### config.mk
export PLATFORM = sky130hd
export DESIGN_NAME = baud_lock_boot
export DESIGN_NICKNAME = d
export VERILOG_FILES = /design/src/rtl/baud_lock_pkg.sv /design/src/rtl/lowspan_meter.sv /design/src/rtl/boot_uart_tx.sv /design/src/rtl/boot_uart_rx.sv /design/src/rtl/baud_lock_boot.sv
export SDC_FILE = /design/constraint.sdc
export NUM_CORES = 1
export LEC_CHECK = 0
export ABC_AREA = 1
export BUFFER_PORTS_ARGS = -buffer_cell sky130_fd_sc_hd__buf_2
export CORE_ASPECT_RATIO = 0.7
export CORE_MARGIN = 3
export CORE_UTILIZATION = 55
export CTS_CLUSTER_DIAMETER = 120
export DETAILED_ROUTE_END_ITERATION = 8
export GPL_TIMING_DRIVEN = 1
export PLACE_DENSITY = 0.71
export SLEW_MARGIN = 20
export SYNTH_ARGS = -nofsm -noshare
export SYNTH_HDL_FRONTEND = slang
export SYNTH_SLANG_ARGS = --single-unit
### constraint.sdc
create_clock -name clk -period 7.55 [get_ports clk]
set_clock_uncertainty 0.15 [all_clocks]
set_input_delay 1.51 -clock clk [delete_from_list [all_inputs] [get_ports clk]]
set_output_delay 1.51 -clock clk [all_outputs]
set_load 0.005 [all_outputs]
### src/rtl/baud_lock_pkg.sv
package baud_lock_pkg;

    typedef enum logic [2:0] {
        LK_ARM,
        LK_MEASURE,
        LK_LOAD,
        LK_ACK,
        LK_CONFIRM,
        LK_DONE,
        LK_FAIL
    } lock_state_e;

    typedef enum logic [1:0] {
        RX_IDLE,
        RX_START,
        RX_DATA,
        RX_STOP
    } rx_state_e;

    localparam logic [7:0] ACK_BYTE      = 8'h00;
    localparam logic [7:0] CONFIRM_BYTE  = 8'h55;
    localparam int         ZERO_LOW_BITS = 9;

endpackage

### src/rtl/lowspan_meter.sv
module lowspan_meter #(
    parameter int CNT_W = 16
) (
    input  logic             clk,
    input  logic             rst,
    input  logic             en,
    input  logic             line,
    output logic [CNT_W-1:0] span,
    output logic             span_vld,
    output logic             span_sat
);

    localparam logic [CNT_W-1:0] CNT_MAX = '1;

    logic             prev_q;
    logic             armed_q;
    logic [CNT_W-1:0] cnt_q;

    always_ff @(posedge clk) begin
        if (rst) begin
            prev_q   <= 1'b0;
            armed_q  <= 1'b0;
            cnt_q    <= '0;
            span     <= '0;
            span_vld <= 1'b0;
            span_sat <= 1'b0;
        end else begin
            prev_q   <= line;
            span_vld <= 1'b0;
            if (!en) begin
                armed_q <= 1'b0;
            end else if (prev_q && !line) begin
                armed_q <= 1'b1;
                cnt_q   <= CNT_W'(1);
            end else if (armed_q && !line) begin
                if (cnt_q != CNT_MAX) begin
                    cnt_q <= cnt_q + CNT_W'(1);
                end
            end else if (armed_q && line && !prev_q) begin
                span     <= cnt_q;
                span_sat <= (cnt_q == CNT_MAX);
                span_vld <= 1'b1;
            end
        end
    end

endmodule

### src/rtl/boot_uart_tx.sv
module boot_uart_tx #(
    parameter int DIV_W = 14
) (
    input  logic             clk,
    input  logic             rst,
    input  logic [DIV_W-1:0] div,
    input  logic             start,
    input  logic [7:0]       data,
    output logic             txd,
    output logic             fin
);

    logic             busy_q;
    logic [DIV_W-1:0] tick_q;
    logic [3:0]       bitn_q;
    logic [9:0]       shreg_q;

    always_ff @(posedge clk) begin
        if (rst) begin
            busy_q  <= 1'b0;
            tick_q  <= '0;
            bitn_q  <= '0;
            shreg_q <= '1;
            fin     <= 1'b0;
        end else begin
            fin <= 1'b0;
            if (!busy_q) begin
                if (start) begin
                    shreg_q <= {1'b1, data, 1'b0};
                    busy_q  <= 1'b1;
                    tick_q  <= '0;
                    bitn_q  <= '0;
                end
            end else if (tick_q == div - DIV_W'(1)) begin
                tick_q <= '0;
                if (bitn_q == 4'd9) begin
                    busy_q <= 1'b0;
                    fin    <= 1'b1;
                end else begin
                    bitn_q  <= bitn_q + 4'd1;
                    shreg_q <= {1'b1, shreg_q[9:1]};
                end
            end else begin
                tick_q <= tick_q + DIV_W'(1);
            end
        end
    end

    assign txd = busy_q ? shreg_q[0] : 1'b1;

endmodule

### src/rtl/boot_uart_rx.sv
module boot_uart_rx
    import baud_lock_pkg::*;
#(
    parameter int DIV_W = 14
) (
    input  logic             clk,
    input  logic             rst,
    input  logic             en,
    input  logic             line,
    input  logic [DIV_W-1:0] div,
    output logic [7:0]       data,
    output logic             stop_ok,
    output logic             vld
);

    rx_state_e        st_q;
    logic [DIV_W-1:0] tick_q;
    logic [2:0]       bitn_q;

    always_ff @(posedge clk) begin
        if (rst) begin
            st_q    <= RX_IDLE;
            tick_q  <= '0;
            bitn_q  <= '0;
            data    <= '0;
            stop_ok <= 1'b0;
            vld     <= 1'b0;
        end else begin
            vld <= 1'b0;
            if (!en) begin
                st_q <= RX_IDLE;
            end else begin
                unique case (st_q)
                    RX_IDLE: begin
                        if (!line) begin
                            st_q   <= RX_START;
                            tick_q <= '0;
                        end
                    end
                    RX_START: begin
                        if (tick_q == (div >> 1)) begin
                            tick_q <= '0;
                            bitn_q <= '0;
                            st_q   <= line ? RX_IDLE : RX_DATA;
                        end else begin
                            tick_q <= tick_q + DIV_W'(1);
                        end
                    end
                    RX_DATA: begin
                        if (tick_q == div - DIV_W'(1)) begin
                            tick_q <= '0;
                            data   <= {line, data[7:1]};
                            bitn_q <= bitn_q + 3'd1;
                            if (bitn_q == 3'd7) begin
                                st_q <= RX_STOP;
                            end
                        end else begin
                            tick_q <= tick_q + DIV_W'(1);
                        end
                    end
                    RX_STOP: begin
                        if (tick_q == div - DIV_W'(1)) begin
                            stop_ok <= line;
                            vld     <= 1'b1;
                            st_q    <= RX_IDLE;
                        end else begin
                            tick_q <= tick_q + DIV_W'(1);
                        end
                    end
                    default: st_q <= RX_IDLE;
                endcase
            end
        end
    end

endmodule

### src/rtl/baud_lock_boot.sv
module baud_lock_boot
    import baud_lock_pkg::*;
#(
    parameter int CNT_W     = 16,
    parameter int TOL_SHIFT = 5,
    parameter int MIN_DIV   = 4
) (
    input  logic             clk,
    input  logic             rst,
    input  logic             rxd,
    output logic             txd,
    output logic [CNT_W-3:0] divisor,
    output logic             rx_en,
    output logic             tx_en,
    output logic             done,
    output logic             fail
);

    localparam int DIV_W    = CNT_W - 2;
    localparam int SUM_W    = CNT_W + 1;
    localparam int MIN_SPAN = ZERO_LOW_BITS * MIN_DIV;

    lock_state_e state_q, state_d;

    logic [1:0]       sync_q;
    logic             line;
    logic [CNT_W-1:0] span;
    logic             span_vld;
    logic             span_sat;
    logic [CNT_W-1:0] ref_q;
    logic             ref_ok_q;
    logic [CNT_W-1:0] diff;
    logic             span_good;
    logic             agree;
    logic             accept;
    logic             meter_en;
    logic             tx_start;
    logic             tx_fin;
    logic             rx_on;
    logic [7:0]       rx_byte;
    logic             rx_stop_ok;
    logic             rx_vld;

    // two-stage synchroniser, reset low so a held-low line is never seen as a fall
    always_ff @(posedge clk) begin
        if (rst) begin
            sync_q <= 2'b00;
        end else begin
            sync_q <= {sync_q[0], rxd};
        end
    end
    assign line = sync_q[1];

    lowspan_meter #(.CNT_W(CNT_W)) meter_i (
        .clk      (clk),
        .rst      (rst),
        .en       (meter_en),
        .line     (line),
        .span     (span),
        .span_vld (span_vld),
        .span_sat (span_sat)
    );

    boot_uart_tx #(.DIV_W(DIV_W)) tx_i (
        .clk   (clk),
        .rst   (rst),
        .div   (divisor),
        .start (tx_start),
        .data  (ACK_BYTE),
        .txd   (txd),
        .fin   (tx_fin)
    );

    boot_uart_rx #(.DIV_W(DIV_W)) rx_i (
        .clk     (clk),
        .rst     (rst),
        .en      (rx_on),
        .line    (line),
        .div     (divisor),
        .data    (rx_byte),
        .stop_ok (rx_stop_ok),
        .vld     (rx_vld)
    );

    // span qualification and agreement test
    always_comb begin
        diff      = (span > ref_q) ? (span - ref_q) : (ref_q - span);
        span_good = span_vld && !span_sat && (span >= CNT_W'(MIN_SPAN));
        agree     = ref_ok_q && (diff <= (ref_q >> TOL_SHIFT));
        accept    = (state_q == LK_MEASURE) && span_good && agree;
    end

    // reference span and locked divisor
    always_ff @(posedge clk) begin
        if (rst) begin
            ref_q    <= '0;
            ref_ok_q <= 1'b0;
            divisor  <= '0;
        end else if (state_q == LK_MEASURE && span_good) begin
            if (agree) begin
                divisor <= DIV_W'(({1'b0, span} + {1'b0, ref_q} + SUM_W'(ZERO_LOW_BITS))
                                  / SUM_W'(2 * ZERO_LOW_BITS));
            end else begin
                ref_q    <= span;
                ref_ok_q <= 1'b1;
            end
        end
    end

    // state register
    always_ff @(posedge clk) begin
        if (rst) begin
            state_q <= LK_ARM;
        end else begin
            state_q <= state_d;
        end
    end

    // next state
    always_comb begin
        state_d = state_q;
        unique case (state_q)
            LK_ARM:     if (line) state_d = LK_MEASURE;
            LK_MEASURE: if (accept) state_d = LK_LOAD;
            LK_LOAD:    state_d = LK_ACK;
            LK_ACK:     if (tx_fin) state_d = LK_CONFIRM;
            LK_CONFIRM: begin
                if (rx_vld) begin
                    state_d = (rx_byte == CONFIRM_BYTE && rx_stop_ok) ? LK_DONE : LK_FAIL;
                end
            end
            LK_DONE:    state_d = LK_DONE;
            LK_FAIL:    state_d = LK_FAIL;
            default:    state_d = LK_ARM;
        endcase
    end

    // outputs decoded from state
    always_comb begin
        meter_en = (state_q == LK_MEASURE);
        tx_start = (state_q == LK_LOAD);
        rx_on    = (state_q == LK_CONFIRM);
        rx_en    = rx_on;
        tx_en    = (state_q == LK_LOAD) || (state_q == LK_ACK) || (state_q == LK_CONFIRM);
        done     = (state_q == LK_DONE);
        fail     = (state_q == LK_FAIL);
    end

endmodule

======== Yosys cells after proc, flatten, opt, wreduce, memory -nomap -nowiden ========
Index checks and enable logic that the tools add are counted.
operators by class
  add/sub/neg operators ................... 10
  divide/modulo/power cells ............... 1
  order comparisons ....................... 3
  eq/ne operators ......................... 29
  multiplexer cells ....................... 44
  bitwise logic cells ..................... 8
  reductions and logical operators ........ 37
operators by type and width
  cell                     number
  $mux W14                 7
  $mux W16                 4
  $pmux W14 S4             1
  $mux W10                 4
  $sub A16 B16 Y16         2
  $add A14 B1 Y14 const B  2
  $eq A14 B14 Y1           2
  $pmux W3 S7              1
  $mux W3                  6
  $add A16 B16 Y17         1
  $add A17 B4 Y17 const B  1
  $div A17 B5 Y17 const B  1
  $add A16 B1 Y16 const B  1
  $eq A16 B16 Y1 const B   1
  $ge A16 B6 Y1 const B    1
  $gt A16 B16 Y1           1
  $le A16 B11 Y1           1
  $mux W4                  4
  $ne A16 B16 Y1 const B   1
  $reduce_and A3 Y1        5
  $eq A14 B13 Y1           1
  $mux W2                  7
  $ne A2 B2 Y1 const B     7
  $sub A14 B1 Y14 const B  1
  26 further kinds         69
word-level totals
  flip-flop bits (word level) ............. 131
  bits of input ports ..................... 3
  logic and storage cells ................. 154

======== Longest topological paths before layout ========
Gate-level depths: netlist (run 1).
  word-level depth ........................ 7
  gate-level depth with buffers ........... 74

======== Hierarchy ========
A second synthesis (run 1) with hierarchy kept.
unflattened totals
  cell total of the unflattened synthesis .. 1935
  area total of the unflattened synthesis .. 11947.7 sq um
modules (own cells, without submodules)
  module          times used  cells an instance  area an instance (sq um)  seq. area each (sq um)
  baud_lock_boot  1           923                5650.4                    700.7
  boot_uart_rx    1           413                2418.6                    580.6
  boot_uart_tx    1           327                2070.7                    580.6
  lowspan_meter   1           272                1808.0                    720.7

======== Worst setup path after synthesis (run 1) ========
OpenSTA, ideal clock, no wires.
  kind .................................... register -> register
  start ................................... register ref_q[6]
  end ..................................... register divisor[0]
  setup time .............................. 0.122 ns
  arrival time ............................ 5.987 ns
  data required time ...................... 7.278 ns
  path slack .............................. 1.292 ns
  cell stages (with the launch flop) ...... 63
  clock period less this slack ............ 6.258 ns
  cell sequence ........................... dfxtp_1 > inv_1 > ha_1 > clkbuf_1 > inv_1 > ha_1 > nand2_1 > nand2_1 > nand2_1 > nand2_1 > a21oi_1 > nand3_1 > nand2_4 > nand3_4 > nand2_4 > nand2_4 > nand3_4 > nand2_4 > [... 27 more ...] > nand4_2 > nand2_4 > nand2_4 > nand2_2 > nand3_1 > o21bai_1 > nand2_1 > nand2_2 > nand2_2 > nand2_4 > o21ai_1 > inv_1 > nand2_2 > nand2_1 > nand2_1 > inv_1 > nand2_1 > a21oi_2
between the ends
  word-level cells in the longest chain between the ends .. 5
RTL lines
  what                                                      RTL line               text
  start: declaration                                        baud_lock_boot.sv:30   logic [CNT_W-1:0] ref_q;
  start signal: assignment                                  baud_lock_boot.sv:104  ref_q <= span;
  branches (longest 5 deep; another with $add A16 B16 Y17)  --
  end signal: assignment                                    baud_lock_boot.sv:101  divisor <= DIV_W'(({1'b0, span} + {1'b0, ref_q} + SUM_W'(ZERO_LOW_BITS))
  end: declaration                                          baud_lock_boot.sv:12   output logic [CNT_W-3:0] divisor,
Several ways; the timed one is not identified.
A chain may end at the register's enable or synchronous reset.

======== Final worst setup path (run 1) ========
  start ................................... register ref_q[7]
  end ..................................... register divisor[0]
The elaborated chain is that of the path after synthesis.

==> out/qor.yml, run 1 <==
r2r_cells: 62
grt_pass1_vias: 9207
drt-total-wl_mm: 28.26
dr.first_iter.drc_count: 1109
cts_tree: "yes"
dp_hpwl_mm: 21.63
yosys.area.top_type: "dfxtp_1"
ant_nets: 0
areaGrowthSynthToFinish_pct: 12.39
crit_path_end_kind: "flip-flop"
cap_viol_max_count: 0
synth_top_area_share_pct: 24.59
drt-vias-per-instance: 5.559
clk_latency_ns: 0.43
ys_dominant_reg_cell: "dfxtp_1"
final_cell_area_sq_mm: 0.01180
htreeDepth: 4
grt_overflow: 0
gp_congestion: 0.9517
fin_crit_ns: 6.931
root_buffer: "clkbuf_16"
endpoint: "divisor[0]"
drc: 0
ctsLongestPathBuffers: 2
clk_pin_slew_ns: 0.07
yosysUniqueCellTypes: 61
fin_crit_sh_pct: 91.80
die_width_microns: 171.2
critPathSlowestCell: "dfxtp_1"
outcome: "finished, final reports clean"
cpMostUsedCell: "nand2_2"
peakVddDrop_mv: 0.1269
vias: 10370
nets: 1709
antenna_cells: 0
final_layout_size_suffix_gt1_share_pct: 14.11
power_density_mw_per_mm2: 139.2
required_ns: 7.76
yosysMostFrequentCell: "nand2_1"
setup_viol: 0
grt_max_degree: 58
crit_type: "flip-flop to flip-flop"
r2r-start: "ref_q[7]"
core_sq_mm: 0.01837
finalHoldViolCount: 0
async_reset_ff_share_pct: 0
tns_ns: 0
netlist_area_sq_mm: 0.01050
cts.sinks: 129
numCtsBuffers: 17
whs_path_depth: 2
synth_cells: 1595
yosysWarnings: 0
wl_per_cell_microns: 15.14
portBuffers: 20
synth_enable_flop_cells: 0
start_kind: "flip-flop"
tightestPinTransition_ns: 0.9921
grt_pass1_wl_mm: 46.16
worstHoldPathType: "flip-flop to flip-flop"
fp.dieH_microns: 121.6
avgSynthCellArea_sq_um: 6.585
slew_viol_final: 0
reg2reg_to: "divisor[0]"
startpoint: "ref_q[7]"
grt_antenna_before_repair: 0
row_count: 41
fin_util_pct: 64.27
worstPathArrival_ns: 7.14
synth_fp_nets: 1687
placed_cell_area_sq_mm: 0.01083
grtUsageTotal_pct: 27.37
fmax_mhz: 144.3
io_pins: 22
netlist_top_cells_area: "dfxtp_1, nand2_1, ha_1"
p_leak_uw: 0.005765
seq_area_frac_synth_pct: 24.59
r2r_setup_slack_ns: 0.62
die_area_sq_mm: 0.02082
crit_fanout: 7
timing.slew.headroom_pct: 33.70
synth_top_cells_by_count: "nand2_1, inv_1, a21oi_1, dfxtp_1, nor2_1"
start_util_pct: 57.19
cpPeakStageDelay_ns: 0.36
dr.pass1.iters: 5
synth_seq_cells: 129
## where the power goes
group          internal (uW)  leakage, uW  total, uW  switching (uW)
Sequential               691      0.00104        702            11.2
Combinational           28.4      0.00444       90.9            62.5
Clock                    469     0.000281        850             380
## cells in the final DEF (no fill, tap or decap), drive strengths merged, types with 5 or more instances in the layout
master and n:
a21oi 134, dfxtp 129, nand2 386, nand3 101, o21ai 103, inv 265, nor4 15, clkbuf 17
nand4 40, a31oi 5, buf 35, a21o 6, o211ai 7, xnor2 8, xor2 53, nor3 23
or2 7, nor2 129, ha 86, o221ai 9, clkinv 10
## through the flow
step                      total power [uW]  setup WS [ns]  cells  hold WS (ns)
after floorplan                      783.0          1.292   1595        0.2383
after global placement               805.7         0.6884   1827        0.2462
after detailed placement             806.4         0.4978   1827        0.2476
after CTS                             1650         0.4526   1859        0.2578
after global routing                  1696       -0.01062   1866        0.2652
final                                 1643         0.6190   1866        0.2567
## layout make-up
type / instances / area, sq um
clock buffer: 17 / 425.4
clock inverter: 15 / 166.4
fill: 1684 / 6561
multi-input combinational: 1170 / 7117
sequential: 129 / 2596
timing repair buffer: 35 / 212.7
inverter: 264 / 991.0
tap: 236 / 295.3
## worst min-delay path by stage
stage / startpoint / endpoint / slack (ns)
finish: sync_q[0] / sync_q[1] / 0.26
global route: sync_q[0] / sync_q[1] / 0.27
CTS: sync_q[0] / sync_q[1] / 0.26
detailed placement: sync_q[0] / sync_q[1] / 0.25
global placement: sync_q[0] / sync_q[1] / 0.25
floorplan: sync_q[0] / sync_q[1] / 0.24
## repair_timing
item                                    4_1_cts  5_1_grt
resized for setup                             0       82
hold endpoints to repair                      0        0
buffers inserted                              0        7
hold buffers                                  0        0
endpoints found under the setup margin        0        3
## kinds of logic after synthesis
group / count (synthesis) / share of synthesized area (%)
AO/OA/AOI/OAI: 303 / 16.67
AND/OR/NAND/NOR: 714 / 32.00
adder cells (fa/ha/maj): 89 / 10.82
flip-flops: 129 / 24.59
XOR/XNOR: 61 / 5.087
multiplexers: 2 / 0.1906
buffers and inverters: 296 / 10.61
other: 1 / 0.03571
## metal layers
| layer | up-vias | track usage [%] | wire [microns] | share of wire [%] |
|---|---|---|---|---|
| met5 | - | 0 | 0 | 0 |
| met2 | 320 | 37.85 | 11040 | 39 |
| met1 | 4757 | 43.74 | 14810 | 52 |
| met4 | 0 | 5.377 | 188 | 0.67 |
| met3 | 18 | 5.060 | 2218 | 7.8 |
| li1 | 5279 | - | - | - |
## critical path, delay by kind of cell (launching register included)
kind | cells | cell delay [ns]
AO/OA/AOI/OAI | 3 | 0.45
AND/OR/NAND/NOR | 53 | 4.97
adder cells (fa/ha/maj) | 2 | 0.64
buffers and inverters | 4 | 0.28
flip-flops | 1 | 0.36
## registers in the layout (all words and copies together) (netlist names), named ones only
register	flops
meter_i.cnt_q	16
meter_i.span	16
ref_q	16
rx_i.tick_q	14
tx_i.tick_q	14
divisor	13
tx_i.shreg_q	9
rx_i.data	8
tx_i.bitn_q	4
rx_i.bitn_q	3
state_q	3
sync_q	2
meter_i.armed_q	1
meter_i.prev_q	1
meter_i.span_sat	1
meter_i.span_vld	1
ref_ok_q	1
rx_i.st_q	1
rx_i.stop_ok	1
rx_i.vld	1
tx_i.busy_q	1
tx_i.fin	1
(Power assumes the default switching activity.)
==> inputs of run 2 (changes only) <==
Settings changed: REMOVE_ABC_BUFFERS set to 1.
==> run 2 against run 1 <==
Effect of this change:
- combinational power increased by 0.9%
- worst hold slack got worse by 0.0031 ns
- final area about the same
- utilization about the same
- critical endpoint unchanged
- largest power group unchanged
==> out/qor.yml, run 2 (same netlist as run 1, synthesis figures left out) <==
outcome: "finished, final reports clean"
fin_ws_ns: 0.5736  # -0.04536 ns
dr.first_iter.drc_count: 1144  # +3.2%
start_kind: "flip-flop"
numCtsBuffers: 17  # unchanged
clk_latency_ns: 0.43  # about the same
fin_crit_ns: 6.976  # +0.04536 ns
r2r_cells: 63  # +1.6%
required_ns: 7.76  # about the same
core_sq_mm: 0.01837  # unchanged
worstHoldPathType: "flip-flop to flip-flop"
grt_pass1_vias: 8950  # -2.8%
top_regs: "meter_i.cnt_q (16), meter_i.span (16), ref_q (16)"
fmax_mhz: 143.3  # -0.65%
cpMostUsedCell: "nand2_2"
final_layout_size_suffix_gt1_share_pct: 12.98  # -1.1 points
tns_ns: 0  # unchanged
path_depth: 63  # +1.6%
antenna_cells: 0  # unchanged
fp.dieH_microns: 121.6  # unchanged
worstPathArrival_ns: 7.19  # +0.05 ns
fin_crit_sh_pct: 92.40  # +0.60 points
crit_path_end_kind: "flip-flop"
cap_viol_max_count: 0  # unchanged
cts_hold_buf: 0  # unchanged
cts.sinks: 129  # unchanged
peakVddDrop_mv: 0.1317  # +3.8%
die_width_microns: 171.2  # unchanged
portBuffers: 20  # unchanged
setup_viol: 0  # unchanged
grt_antenna_before_repair: 0  # unchanged
ant_nets: 0  # unchanged
r2r_setup_slack_ns: 0.57  # -0.05 ns
whs_path_depth: 2  # unchanged
power_density_mw_per_mm2: 141.0  # +1.3%
final_cell_mix: "nand2_1, inv_1, a21oi_1, dfxtp_1, nor2_1"
drc: 0  # unchanged
cpPeakStageDelay_ns: 0.36  # about the same
grt_pass1_wl_mm: 44.39  # -3.8%
post-place-ws_ns: 0.4677  # -0.03012 ns
timing.slew.headroom_pct: 34.64  # +0.94 points
gp_congestion: 0.9812  # +3.1%
cts_tree: "yes"
fin_util_pct: 64.23  # about the same
crit_type: "flip-flop to flip-flop"
io_pins: 22  # unchanged
die_area_sq_mm: 0.02082  # unchanged
dr.pass1.iters: 6  # +1
critPathSlowestCell: "dfxtp_1"
crit_family: "simple AND/OR/NAND/NOR gates"
wl_per_cell_microns: 14.94  # -1.3%
ctsLongestPathBuffers: 2  # unchanged
finalHoldViolCount: 0  # unchanged
dp_hpwl_mm: 21.04  # -2.7%
fin_cells: 1861  # -0.27%
drt-vias-per-instance: 5.562  # about the same
crit_buf_inv: 8  # +4
areaGrowthSynthToFinish_pct: 12.31  # about the same
grt_overflow: 0  # unchanged
p_leak_uw: 0.005754  # -0.19%
grt_max_degree: 38  # -34%
layout.cells.most_common: "nand2_1"
root_buffer: "clkbuf_16"
drt-total-wl_mm: 27.81  # -1.6%
start_util_pct: 57.19  # unchanged
dp.cells: 1825  # -0.11%
slew_viol_final: 0  # unchanged
nets: 1704  # -0.29%
htreeDepth: 4  # unchanged
crit_fanout: 6  # -1
clk_pin_slew_ns: 0.06  # about the same
grtUsageTotal_pct: 26.15  # -1.2 points
tightestPinTransition_ns: 0.9780  # -0.01411 ns
row_count: 41  # unchanged
vias: 10350  # -0.22%
[run 2: routing by layer]
layer / routed length, microns / vias to the layer above / track usage [%]
li1: - / 5268 / -
met1: 14400 / 4732 / 41.46
met2: 11100 / 331 / 36.39
met3: 2123 / 20 / 5.352
met4: 187 / 0 / 4.673
met5: 0 / - / 0
[run 2: through the flow]
| step | total power [uW] | hold WS (ns) | area [sq um] |
|---|---|---|---|
| CTS | 1669 | 0.2562 | 11430 |
| global route | 1717 | 0.2715 | 11800 |
| finish | 1663 | 0.2536 | 11800 |
| detailed placement | 805.9 | 0.2471 | 10820 |
| global placement | 805.0 | 0.2422 | 10820 |
| floorplan | 776.8 | 0.2383 | 10380 |
[run 2: cell type report]
cell class                 count  area (sq um)
clock buffer                  19         442.9
inverter                     264         991.0
fill                        1652          6570
timing repair buffer          30         175.2
clock inverter                13         167.7
sequential                   129          2589
tap                          236         295.3
multi-input combinational   1170          7134
[run 2: worst register-to-register path: cells and delay by family (launching register included)]
kind / cells / cell delay (ns)
and+or+nand+nor: 52 / 4.87
DFF: 1 / 0.36
AOI/OAI and AO/OA: 1 / 0.10
adders and majority gates: 2 / 0.66
buffers and inverters: 8 / 0.74
[run 2: final timing paths]
check / from / end
worst max-delay path: ref_q[11] / divisor[0]
worst min-delay path: sync_q[0] / sync_q[1]
worst max register to register: ref_q[11] / divisor[0]
worst min register to register: sync_q[0] / sync_q[1]
[run 2: power breakdown]
group	internal [uW]	switching, uW	leakage [uW]
Sequential	691	11.2	0.00104
Combinational	28.6	63.1	0.00442
Clock	509	359	0.000297
Total	1230	433	0.00575
[run 2: repair_timing]
action | in CTS | in global routing
setup endpoints to repair | 0 | 2
resized for setup | 0 | 70
setup buffers | 0 | 4
